File: src/rtl/chop_pkg.sv
package chop_pkg;
  typedef enum logic [1:0] {
    PH_ON  = 2'b00,
    PH_DT1 = 2'b01,
    PH_SR  = 2'b10,
    PH_DT2 = 2'b11
  } phase_e;
endpackage

File: src/rtl/chop_on_gate.sv
// Counts cycles of the conduct phase and reports when the sense flag may be accepted.
module chop_on_gate #(
  parameter int BLANK_CYC  = 200,
  parameter int MIN_ON_CYC = 500
) (
  input  logic clk,
  input  logic rst_n,
  input  logic restart,
  output logic accept
);
  localparam int MINIDX = (MIN_ON_CYC > 0) ? MIN_ON_CYC - 1 : 0;
  localparam int LIM    = (BLANK_CYC > MINIDX) ? BLANK_CYC : MINIDX;
  localparam int W      = $clog2(LIM + 2);
  localparam logic [W-1:0] BLANK_V = W'(BLANK_CYC);
  localparam logic [W-1:0] MINI_V  = W'(MINIDX);
  localparam logic [W-1:0] LIM_V   = W'(LIM);

  logic [W-1:0] idx_q;
  logic         blank_over;
  logic         min_over;

  always_ff @(posedge clk) begin
    if (!rst_n || restart) idx_q <= '0;
    else if (idx_q != LIM_V) idx_q <= idx_q + 1'b1;
  end

  assign blank_over = (idx_q >= BLANK_V);
  assign min_over   = (idx_q >= MINI_V);
  assign accept     = blank_over && min_over;

  // the index never runs past its saturation value
  a_r10_idx_bound: assert property (@(posedge clk) disable iff (!rst_n)
    idx_q <= LIM_V);
  // after a restart the index always begins from zero
  a_r3_restart_zero: assert property (@(posedge clk) disable iff (!rst_n)
    restart |=> (idx_q == '0));
endmodule

File: src/rtl/chop_off_timer.sv
// Counts cycles of the off sequence; flags the end of each step.
module chop_off_timer #(
  parameter int DEAD_CYC = 200,
  parameter int OFF_CYC  = 2000
) (
  input  logic clk,
  input  logic rst_n,
  input  logic enable,
  input  logic start,
  input  logic busy,
  output logic dt1_end,
  output logic mono_end,
  output logic dt2_end
);
  localparam int TOT = OFF_CYC + DEAD_CYC;
  localparam int W   = $clog2(TOT + 2);
  localparam logic [W-1:0] DEAD_V = W'(DEAD_CYC);
  localparam logic [W-1:0] OFF_V  = W'(OFF_CYC);
  localparam logic [W-1:0] TOT_V  = W'(TOT);

  logic [W-1:0] cnt_q;

  always_ff @(posedge clk) begin
    if (!rst_n || !enable)      cnt_q <= '0;
    else if (start)             cnt_q <= W'(1);
    else if (busy && !dt2_end)  cnt_q <= cnt_q + 1'b1;
    else                        cnt_q <= '0;
  end

  assign dt1_end  = busy && (cnt_q == DEAD_V);
  assign mono_end = busy && (cnt_q == OFF_V);
  assign dt2_end  = busy && (cnt_q == TOT_V);

  // the count never passes the full off length
  a_r6_cnt_bound: assert property (@(posedge clk) disable iff (!rst_n)
    cnt_q <= TOT_V);
  // each start begins the count at one
  a_r6_start_one: assert property (@(posedge clk) disable iff (!rst_n)
    (start && enable) |=> (cnt_q == W'(1)));
endmodule

File: src/rtl/chop_seq.sv
// Four-step slow-decay sequencer.
module chop_seq (
  input  logic            clk,
  input  logic            rst_n,
  input  logic            enable,
  input  logic            sense_hi,
  input  logic            accept,
  input  logic            dt1_end,
  input  logic            mono_end,
  input  logic            dt2_end,
  output chop_pkg::phase_e phase,
  output logic            trip,
  output logic            strobe
);
  import chop_pkg::*;

  phase_e ph_q, ph_d;
  logic   strobe_q;

  assign trip = (ph_q == PH_ON) && enable && accept && sense_hi;

  always_comb begin
    ph_d = ph_q;
    unique case (ph_q)
      PH_ON:  if (trip)     ph_d = PH_DT1;
      PH_DT1: if (dt1_end)  ph_d = PH_SR;
      PH_SR:  if (mono_end) ph_d = PH_DT2;
      PH_DT2: if (dt2_end)  ph_d = PH_ON;
      default:              ph_d = PH_ON;
    endcase
    if (!enable) ph_d = PH_ON;
  end

  always_ff @(posedge clk) begin
    if (!rst_n) begin
      ph_q     <= PH_ON;
      strobe_q <= 1'b0;
    end else begin
      ph_q     <= ph_d;
      strobe_q <= trip;
    end
  end

  assign phase  = ph_q;
  assign strobe = strobe_q;

  // steps only advance in their fixed order
  a_r5_order: assert property (@(posedge clk) disable iff (!rst_n)
    (ph_q != $past(ph_q)) |->
      ((ph_q == PH_ON) ||
       (ph_q == PH_DT1 && $past(ph_q) == PH_ON) ||
       (ph_q == PH_SR  && $past(ph_q) == PH_DT1) ||
       (ph_q == PH_DT2 && $past(ph_q) == PH_SR)));
  // disable forces conduct in the next cycle
  a_r8_disable: assert property (@(posedge clk) disable iff (!rst_n)
    !enable |=> (ph_q == PH_ON && !strobe_q));
  // the strobe is never two cycles long
  a_r9_single: assert property (@(posedge clk) disable iff (!rst_n)
    strobe_q |=> !strobe_q);
  // strobe coincides with the first dead-time cycle entered from conduct
  a_r2_entry: assert property (@(posedge clk) disable iff (!rst_n)
    strobe_q |-> (ph_q == PH_DT1 && $past(ph_q) == PH_ON && $past(sense_hi)));
  // while enabled the early off steps cannot fall back to conduct
  a_r7_off_hold: assert property (@(posedge clk) disable iff (!rst_n)
    ((ph_q == PH_DT1 || ph_q == PH_SR) && enable) |=> (ph_q != PH_ON));
endmodule

File: src/rtl/chop_offtime.sv
module chop_offtime #(
  parameter int BLANK_CYC  = 200,
  parameter int MIN_ON_CYC = 500,
  parameter int DEAD_CYC   = 200,
  parameter int OFF_CYC    = 2000
) (
  input  logic       clk,
  input  logic       rst_n,
  input  logic       enable,
  input  logic       sense_hi,
  output logic [1:0] phase,
  output logic       off_strobe
);
  import chop_pkg::*;

  localparam int MINIDX = (MIN_ON_CYC > 0) ? MIN_ON_CYC - 1 : 0;
  localparam int LIM    = (BLANK_CYC > MINIDX) ? BLANK_CYC : MINIDX;
  localparam int RW     = $clog2(LIM + 2);
  localparam logic [RW-1:0] LIM_V = RW'(LIM);

  phase_e ph;
  logic   accept, trip, strobe;
  logic   dt1_end, mono_end, dt2_end;
  logic   on_restart;

  assign on_restart = !enable || (ph != PH_ON);

  chop_on_gate #(.BLANK_CYC(BLANK_CYC), .MIN_ON_CYC(MIN_ON_CYC)) u_gate (
    .clk(clk), .rst_n(rst_n), .restart(on_restart), .accept(accept)
  );

  chop_off_timer #(.DEAD_CYC(DEAD_CYC), .OFF_CYC(OFF_CYC)) u_timer (
    .clk(clk), .rst_n(rst_n), .enable(enable), .start(trip),
    .busy(ph != PH_ON), .dt1_end(dt1_end), .mono_end(mono_end), .dt2_end(dt2_end)
  );

  chop_seq u_seq (
    .clk(clk), .rst_n(rst_n), .enable(enable), .sense_hi(sense_hi),
    .accept(accept), .dt1_end(dt1_end), .mono_end(mono_end), .dt2_end(dt2_end),
    .phase(ph), .trip(trip), .strobe(strobe)
  );

  assign phase      = ph;
  assign off_strobe = strobe;

  // Independent count of enabled conduct cycles, used to check the windows.
  logic [RW-1:0] run_q;
  always_ff @(posedge clk) begin
    if (!rst_n || !enable || ph != PH_ON) run_q <= '0;
    else if (run_q != LIM_V)              run_q <= run_q + 1'b1;
  end

  // conduct is only left once both windows have run out
  a_r4_min_on: assert property (@(posedge clk) disable iff (!rst_n)
    (ph == PH_DT1 && $past(ph) == PH_ON) |-> ($past(run_q) == LIM_V));
endmodule

File: config.mk
export PLATFORM = sky130hd
export DESIGN_NAME = chop_offtime
export DESIGN_NICKNAME = d
export VERILOG_FILES = /design/src/rtl/chop_pkg.sv /design/src/rtl/chop_on_gate.sv /design/src/rtl/chop_off_timer.sv /design/src/rtl/chop_seq.sv /design/src/rtl/chop_offtime.sv
export SDC_FILE = /design/constraint.sdc
export NUM_CORES = 1
export LEC_CHECK = 0
export BUFFER_PORTS_ARGS = -buffer_cell sky130_fd_sc_hd__buf_2
export CAP_MARGIN = 20
export CELL_PAD_IN_SITES_DETAIL_PLACEMENT = 0
export CELL_PAD_IN_SITES_GLOBAL_PLACEMENT = 1
export CORE_MARGIN = 2
export CORE_UTILIZATION = 35
export CTS_BUF_LIST = sky130_fd_sc_hd__clkbuf_8
export DETAILED_ROUTE_END_ITERATION = 8
export GPL_TIMING_DRIVEN = 0
export PLACE_DENSITY = 0.6
export SKIP_LAST_GASP = 1
export SYNTH_ARGS = -nofsm -noshare
export SYNTH_HDL_FRONTEND = slang
export SYNTH_SLANG_ARGS = --single-unit
File: constraint.sdc
create_clock -name clk -period 4 [get_ports clk]
set_input_delay 1.2 -clock clk [delete_from_list [all_inputs] [get_ports clk]]
set_output_delay 1.2 -clock clk [all_outputs]
set_load 0.005 [all_outputs]
==> results by group, run 1 <==
Outcome
  – Status: completed

Setup path
  – Critical Path AT: between 2 and 3 ns
  – CP required: 4.20 ns
  – FF-to-FF Start: u_gate.idx_q[0]
  – Worst reg-to-reg setup slack: roughly 2.0 ns
  – Crit path launch type: primary input
  – R2R Path End: u_seq.phase[0]
  – Critical path class: primary input to register
  – Worst reg-to-reg path cell count: 5
  – Crit end category: register
  – Crit path max fanout: 10

Synthesis
  – Syn avg cell area: approximately 9 µm²
  – Top FF cell, synth: dfxtp_1
  – Synth Register Bits: 24
  – Post-synth top cells: dfxtp_1, nor2_1, xor2_1
  – Mapped Cells: around 140
  – Post-synth ARST share: 0%
  – Area leader, netlist: dfxtp_1
  – Register area share after synthesis: about two fifths
  – Main area contributors after synthesis: dfxtp_1, ha_1, xor2_1, nor2_1, nand3_1
  – Yosys warnings: 0
  – Number of flops mapped to enable cells by yosys: 0
  – Count leader, synth: dfxtp_1
  – Post-Syn Nets: ~150
  – Post-synth top area share: between 30% and 40%
  – Unique masters post-synth: 32
  – Synthesized area: roughly 1200 µm²

Clock network
  – Clock buffer depth: 2
  – Clk_lat worst skew: approximately 0.27 ns
  – Worst-path clk slew: approximately 0.080 ns
  – Clock Tree Root: clkbuf_8
  – Num CTS Buffers: 3
  – # hold bufs at CTS: 0
  – Post CTS Setup Buffer Count: 0
  – H-tree levels: 1
  – CTS tree: done
  – PostCTS Resize Cnt: 0
  – Clock Sinks: 24

Placement
  – IO Port Bufs: 6
  – Hpwl dp: ~1.8 mm
  – Routability cong.: slightly above 0.7

Route
  – Vias per cell: between 4 and 5
  – DRT Pass-1 Iters: 3
  – DRC: 0
  – Drt total wl: roughly 2.4 mm
  – Wire length per cell: ~12 µm
  – Antenna Nets Post-Route: 0
  – DR iter-0 viols: 23
  – Vias: about 950

Hold path
  – Hold_sp: u_timer.cnt_q[0]
  – Hold Crit Class: register to register
  – WHS Path Cells: 1
  – Hold Path End: u_timer.cnt_q[0]

STA
  – Peak Freq: 430 MHz
  – RSZ-0062 raised after global routing: no
  – Min Hold Slack: 0.493 ns
  – Final setup vio count: 0
  – Fin. Hold Viols: 0
  – Max transition margin: a little over half
  – Final Critical Period: about 2.3 ns
  – Slew Viols, Final: 0
  – Worst-margin pin slew: 0.671 ns
  – TNS Setup: 0 ns
  – Clk_skew: 0.00303 ns
  – Tcrit/Tclk final: approximately three fifths

Power
  – Clock power frac: around 37%
  – Internal cell power: 0.000311 W
  – Combinational Power Share: between 2 and 2.5%
  – Leak Pwr: between 0.4 and 0.5 nW
  – Total power: about 0.0004 W
  – Net Sw Frac: a little over a fifth
  – P per Cell Area: between 200 and 300 nW/µm²
  – Switching power: 0.0000824 W
  – Share of power burned in registers: between 60% and 70%
  – Peak VDD IR: about 0.10 mV

Floorplan
  – Core box area: 3360 µm²
  – Die area: ~4000 µm²
  – IO Pins: 7
  – Chip Width: ~63 µm
  – FP Rows: 21
  – Die Ht: 63.5 µm
  – Initial Util: about 37%

Cells and area
  – Layout area overhead: 10.4%
  – N_diodes: 0
  – Layout cell share with drive strength beyond 1: between 10 and 15%
  – Final #Nets: roughly 160
  – Fin util: about two fifths

Global routing
  – First-pass GRT wire length: approximately 4.3 mm
  – Total congestion overflow: 0
  – Pin count of the biggest net entering global routing: 13
  – Vias in the first global route: 916
  – Overall global routing resource usage: ~14%
  – Initial antenna violation count: 0

Run
  – Maxcap violations: 0
layout by cell type, fill, tap and decap left out, types with 2 or more instances in the layout:
cell type  synthesis  layout
a21oi_1            3       3
and2_1             2       2
buf_2              1       7
clkbuf_1           2       2
clkbuf_8           0       3
dfxtp_1           24      24
ha_1               9       9
inv_1              8       8
mux2i_1            3       3
nand2_1           10      10
nand2b_1           2       2
nand3_1            9       9
nand3b_1           2       2
nand4_1            4       4
nor2_1            19      19
nor3_1             2       2
nor4_1             3       3
o21ai_0            3       3
o41ai_2            2       2
or3_1              3       3
or3b_2             2       2
xnor2_1            4       4
xor2_1            11      11
power groups by stage:
stage          Clock, W  Sequential (W)  Combinational (W)
4_1_cts        0.000149        0.000241         0.00000860
3_5_place_dp          0        0.000247         0.00000859
6_report       0.000143        0.000241         0.00000840
5_1_grt        0.000161        0.000242          0.0000100
3_3_place_gp          0        0.000247         0.00000810
2_1_floorplan         0        0.000246         0.00000536
worst max path at each step:
stage	startpoint	endpoint	slack [ns]	depth (start not counted)
finish	enable	u_timer.cnt_q[0]	1.67	6
detailed placement	enable	u_timer.cnt_q[0]	1.35	6
global route	enable	u_timer.cnt_q[0]	1.50	6
floorplan	rst_n	u_timer.cnt_q[10]	1.73	5
global placement	enable	u_timer.cnt_q[0]	1.34	6
CTS	enable	u_timer.cnt_q[0]	1.63	6
per-layer routing:
metal,vias to the layer above,share of wire (%),global-route usage [%],wire length (µm)
met5,-,0,0,0
met4,0,2.2,6.52,51
met3,5,2.2,2.68,51
met2,8,44,21.2,1020
met1,438,52,18.4,1230
li1,495,-,-,-
registers in the layout, indices dropped and copies added (netlist names):
signal / count
u_timer.cnt_q: 12
u_gate.idx_q: 9
u_seq.phase: 2
u_seq.strobe: 1
final cells by class:
type                    instances  area (µm²)
inverters                       8        30.0
multi-input cells             103         714
well taps                      46        57.6
flip-flops and latches         24         480
repair buffers                  6        30.0
fillers                       368        2000
plain buffers                   3        12.5
clock buffers                   3        41.3
metrics by stage:
stage | worst slack (ns) | cells | instance area [µm²]
final | 1.67 | 193 | 1370
after global routing | 1.50 | 193 | 1370
after CTS | 1.63 | 193 | 1370
after detailed placement | 1.35 | 190 | 1330
after global placement | 1.34 | 190 | 1330
after floorplan | 1.73 | 138 | 1240
cells by family after synthesis:
group	synth area share (%)
compound gates	7.18
xor+xnor	10.6
fa+ha+maj	9.10
buf+inv	3.44
flops	38.8
mux	2.43
simple gates	28.4
critical path, stage by stage:
cell and delay (ns):
buf_2 0.09, and2_1 0.11, clkbuf_1 0.23, nand2_1 0.29, nor4_1 0.46, o21bai_1 0.16
No activity file was read; power rests on OpenSTA's default activity.
==> inputs of run 2 (changes only) <==
--- a/config.mk
+++ b/config.mk
@@ -5,6 +5,7 @@
 export SDC_FILE = /design/constraint.sdc
 export NUM_CORES = 1
 export LEC_CHECK = 0
+export ABC_AREA = 1
 export BUFFER_PORTS_ARGS = -buffer_cell sky130_fd_sc_hd__buf_2
 export CAP_MARGIN = 20
 export CELL_PAD_IN_SITES_DETAIL_PLACEMENT = 0
@@ -14,7 +15,7 @@
 export CTS_BUF_LIST = sky130_fd_sc_hd__clkbuf_8
 export DETAILED_ROUTE_END_ITERATION = 8
 export GPL_TIMING_DRIVEN = 0
-export PLACE_DENSITY = 0.6
+export PLACE_DENSITY = 0.63
 export SKIP_LAST_GASP = 1
 export SYNTH_ARGS = -nofsm -noshare
 export SYNTH_HDL_FRONTEND = slang
==> constraint.sdc (replaced) <==
create_clock -name clk -period 2.3 [get_ports clk]
set_input_delay 0.69 -clock clk [delete_from_list [all_inputs] [get_ports clk]]
set_output_delay 0.69 -clock clk [all_outputs]
set_load 0.005 [all_outputs]
==> run 2 against run 1 <==
  * Combinational power grew 64%
  * Hold slack is essentially flat
  * Utilization grew 0.39 points
  * Global-route usage shrank 0.16 points
  * Sequential share of layout area shrank 3.2 points
  * Final cell count grew 26%
  * Clock skew grew 0.0069 ns
  * Sequential power grew 74%
  * Sequential cell count is the same
  * Clock-buffer cell count is the same
  * Register-to-register slack lost 1.3 ns
  * Critical path type is now register to register
==> results by group, run 2 <==
Outcome
  – Status: completed

STA
  – Clk_skew: 0.00995 ns
  – Peak Freq: approximately 600 MHz
  – Final setup vio count: 0
  – PnR worst setup slack: between 0.6 and 0.7 ns
  – Worst-margin pin slew: ~0.28 ns
  – Max transition margin: about 80%
  – Fin. Hold Viols: 0
  – TNS Setup: 0 ns
  – Slew Viols, Final: 0
  – Tcrit/Tclk final: ~72%
  – RSZ-0062 raised after global routing: no
  – Min Hold Slack: roughly 0.49 ns
  – Final Critical Period: about 1.7 ns

Global routing
  – Initial antenna violation count: 0
  – Vias in the first global route: slightly above 1000
  – Layer with the highest usage: met2
  – Pin count of the biggest net entering global routing: 15
  – Total congestion overflow: 0
  – Met2 GRT Util: about 22%
  – Met1 Use GR: 17.6%
  – Met3 Track Usage GR: 2.56%
  – First-pass GRT wire length: roughly 4.5 mm
  – Overall global routing resource usage: between 10% and 20%

Floorplan
  – Initial Util: a little over a third
  – FP Rows: 22
  – Die Ht: approximately 66 µm
  – Die area: roughly 4300 µm²
  – Core box area: approximately 3700 µm²
  – IO Pins: 7
  – Chip Width: 65.9 µm

Setup path
  – Crit path max fanout: 5
  – Crit end category: register
  – R2R Path End: u_seq.phase[1]
  – Critical path class: register to register
  – CP peak stage delay: ~0.4 ns
  – Most frequent cell on the critical path: nand2_1
  – WP buf/inv: 2
  – Slowest cell on crit path: dfxtp_1
  – CP delay by family, top: simple AND/OR/NAND/NOR gates
  – Critical Path AT: 1.83 ns
  – Crit-path cells: inv_1 > ha_1 > inv_1 > nand2_1 > nor2_1 > nand3_1 > nand2_1 > nand2_2 > nor2_4 > nand2_1 > nand2_1 > nor2_1
  – Worst reg-to-reg setup slack: approximately 0.64 ns
  – FF-to-FF Start: u_seq.phase[1]
  – Crit path launch type: register
  – Worst reg-to-reg path cell count: 12
  – CP required: ~2.5 ns

Synthesis
  – Post-synth ARST share: 0%
  – Post-synth top area share: a little over a third
  – Yosys warnings: 0
  – Post-Syn Nets: 199
  – Area leader, netlist: dfxtp_1
  – Main area contributors after synthesis: dfxtp_1, nand2_1, ha_1, nor2_1, inv_1
  – Unique masters post-synth: 26
  – Synthesized area: about 1300 µm²
  – Post-synth top cells: nand2_1, nor2_1, dfxtp_1
  – Synth Register Bits: 24
  – Register area share after synthesis: between 30% and 40%
  – Syn avg cell area: 7.20 µm²
  – Top FF cell, synth: dfxtp_1
  – Mapped Cells: around 190
  – Number of flops mapped to enable cells by yosys: 0
  – Count leader, synth: nand2_1

Route
  – Antenna Nets Post-Route: 0
  – Vias per cell: between 4 and 5
  – Wire length per cell: 10.2 µm
  – DR iter-0 viols: 49
  – Vias: 1100
  – DRT Pass-1 Iters: 4
  – DRC: 0
  – Drt total wl: 2.48 mm

Clock network
  – Worst-path clk slew: around 0.090 ns
  – Num CTS Buffers: 3
  – Clock Tree Root: clkbuf_8
  – Clk_lat worst skew: 0.27 ns
  – Post CTS Setup Buffer Count: 0
  – Clock Sinks: 24
  – H-tree levels: 1
  – Clock buffer depth: 2
  – # hold bufs at CTS: 0
  – PostCTS Resize Cnt: 0
  – CTS tree: done

Power
  – P per Cell Area: between 500 and 600 nW/µm²
  – Peak VDD IR: between 0.2 and 0.3 mV
  – Leak Pwr: around 0.58 nW

Cells and area
  – Commonest non-fill, non-tap cell in the layout: nand2_1
  – Reg with most FFs: u_timer.cnt_q
  – Cell area after layout: between 1500 and 2000 µm²
  – N_diodes: 0
  – Max reg flops: 12
  – Layout cell share with drive strength beyond 1: around 16%
  – Layout area overhead: 12.0%
  – Most frequent cells in the layout: nand2_1, nor2_1, dfxtp_1
  – Final #Nets: 210

Run
  – Maxcap violations: 0

Hold path
  – Hold Path End: u_gate.idx_q[7]
  – Hold_sp: u_gate.idx_q[7]
  – Hold Crit Class: register to register
  – WHS Path Cells: 2

Placement
  – Pre-CTS setup slack: between 0.5 and 0.6 ns
  – Dpl cell area: 1430 µm²
  – Routability cong.: 0.811
  – IO Port Bufs: 6
  – Hpwl dp: 2.00 mm
[run 2: metal layers]
layer  vias up  share of wire [%]
met1       476                 50
met5         -                  0
met4         0                1.6
met3         4                2.2
li1        604                  -
met2        16                 46
[run 2: area by class of cell]
type	instances	area, µm²
Multi-Input combinational cell	135	754
Fill cell	403	2160
Clock buffer	3	41.3
Inverter	26	97.6
Timing Repair Buffer	6	30.0
Clock inverter	1	30.0
Tap cell	48	60.1
Sequential cell	24	480
Buffer	1	7.51
[run 2: worst max-delay path by stage]
stage / start / to / depth (start not counted)
finish: u_seq.phase[1] / u_seq.phase[1] / 12
global route: u_seq.phase[1] / u_seq.phase[1] / 12
CTS: u_seq.phase[0] / u_seq.phase[1] / 12
detailed placement: u_seq.phase[0] / u_seq.phase[1] / 12
global placement: u_seq.phase[0] / u_seq.phase[0] / 12
floorplan: u_seq.phase[0] / u_seq.phase[0] / 12
[run 2: stage by stage]
step	power, W	std cells	utilization (%)
floorplan	0.000436	186	-
global placement	0.000442	240	39.1
detailed placement	0.000442	240	39.1
CTS	0.000820	244	41.0
global route	0.000841	244	41.0
finish	0.000805	244	41.0
[run 2: logic make-up after synthesis]
kind of cell	after synthesis	synth area share, %
XOR/XNOR	6	3.92
AND/OR/NAND/NOR	105	38.1
AO/OA/AOI/OAI	15	5.88
buffers and inverters	27	7.84
flip-flops	24	35.9
adder cells (fa/ha/maj)	9	8.40
[run 2: tightest hold or removal path: cells and delay by family (launching register included)]
kind | cells | cell delay [ns]
AOI/OAI and AO/OA | 1 | 0.06
DFF | 1 | 0.33
and+or+nand+nor | 1 | 0.07
[run 2: power by group]
part	switching [W]	internal [W]	total [W]
Sequential	0.00000193	0.000417	0.000419
Clock	0.000140	0.000233	0.000373
Combinational	0.00000887	0.00000497	0.0000138
Total	0.000151	0.000655	0.000805
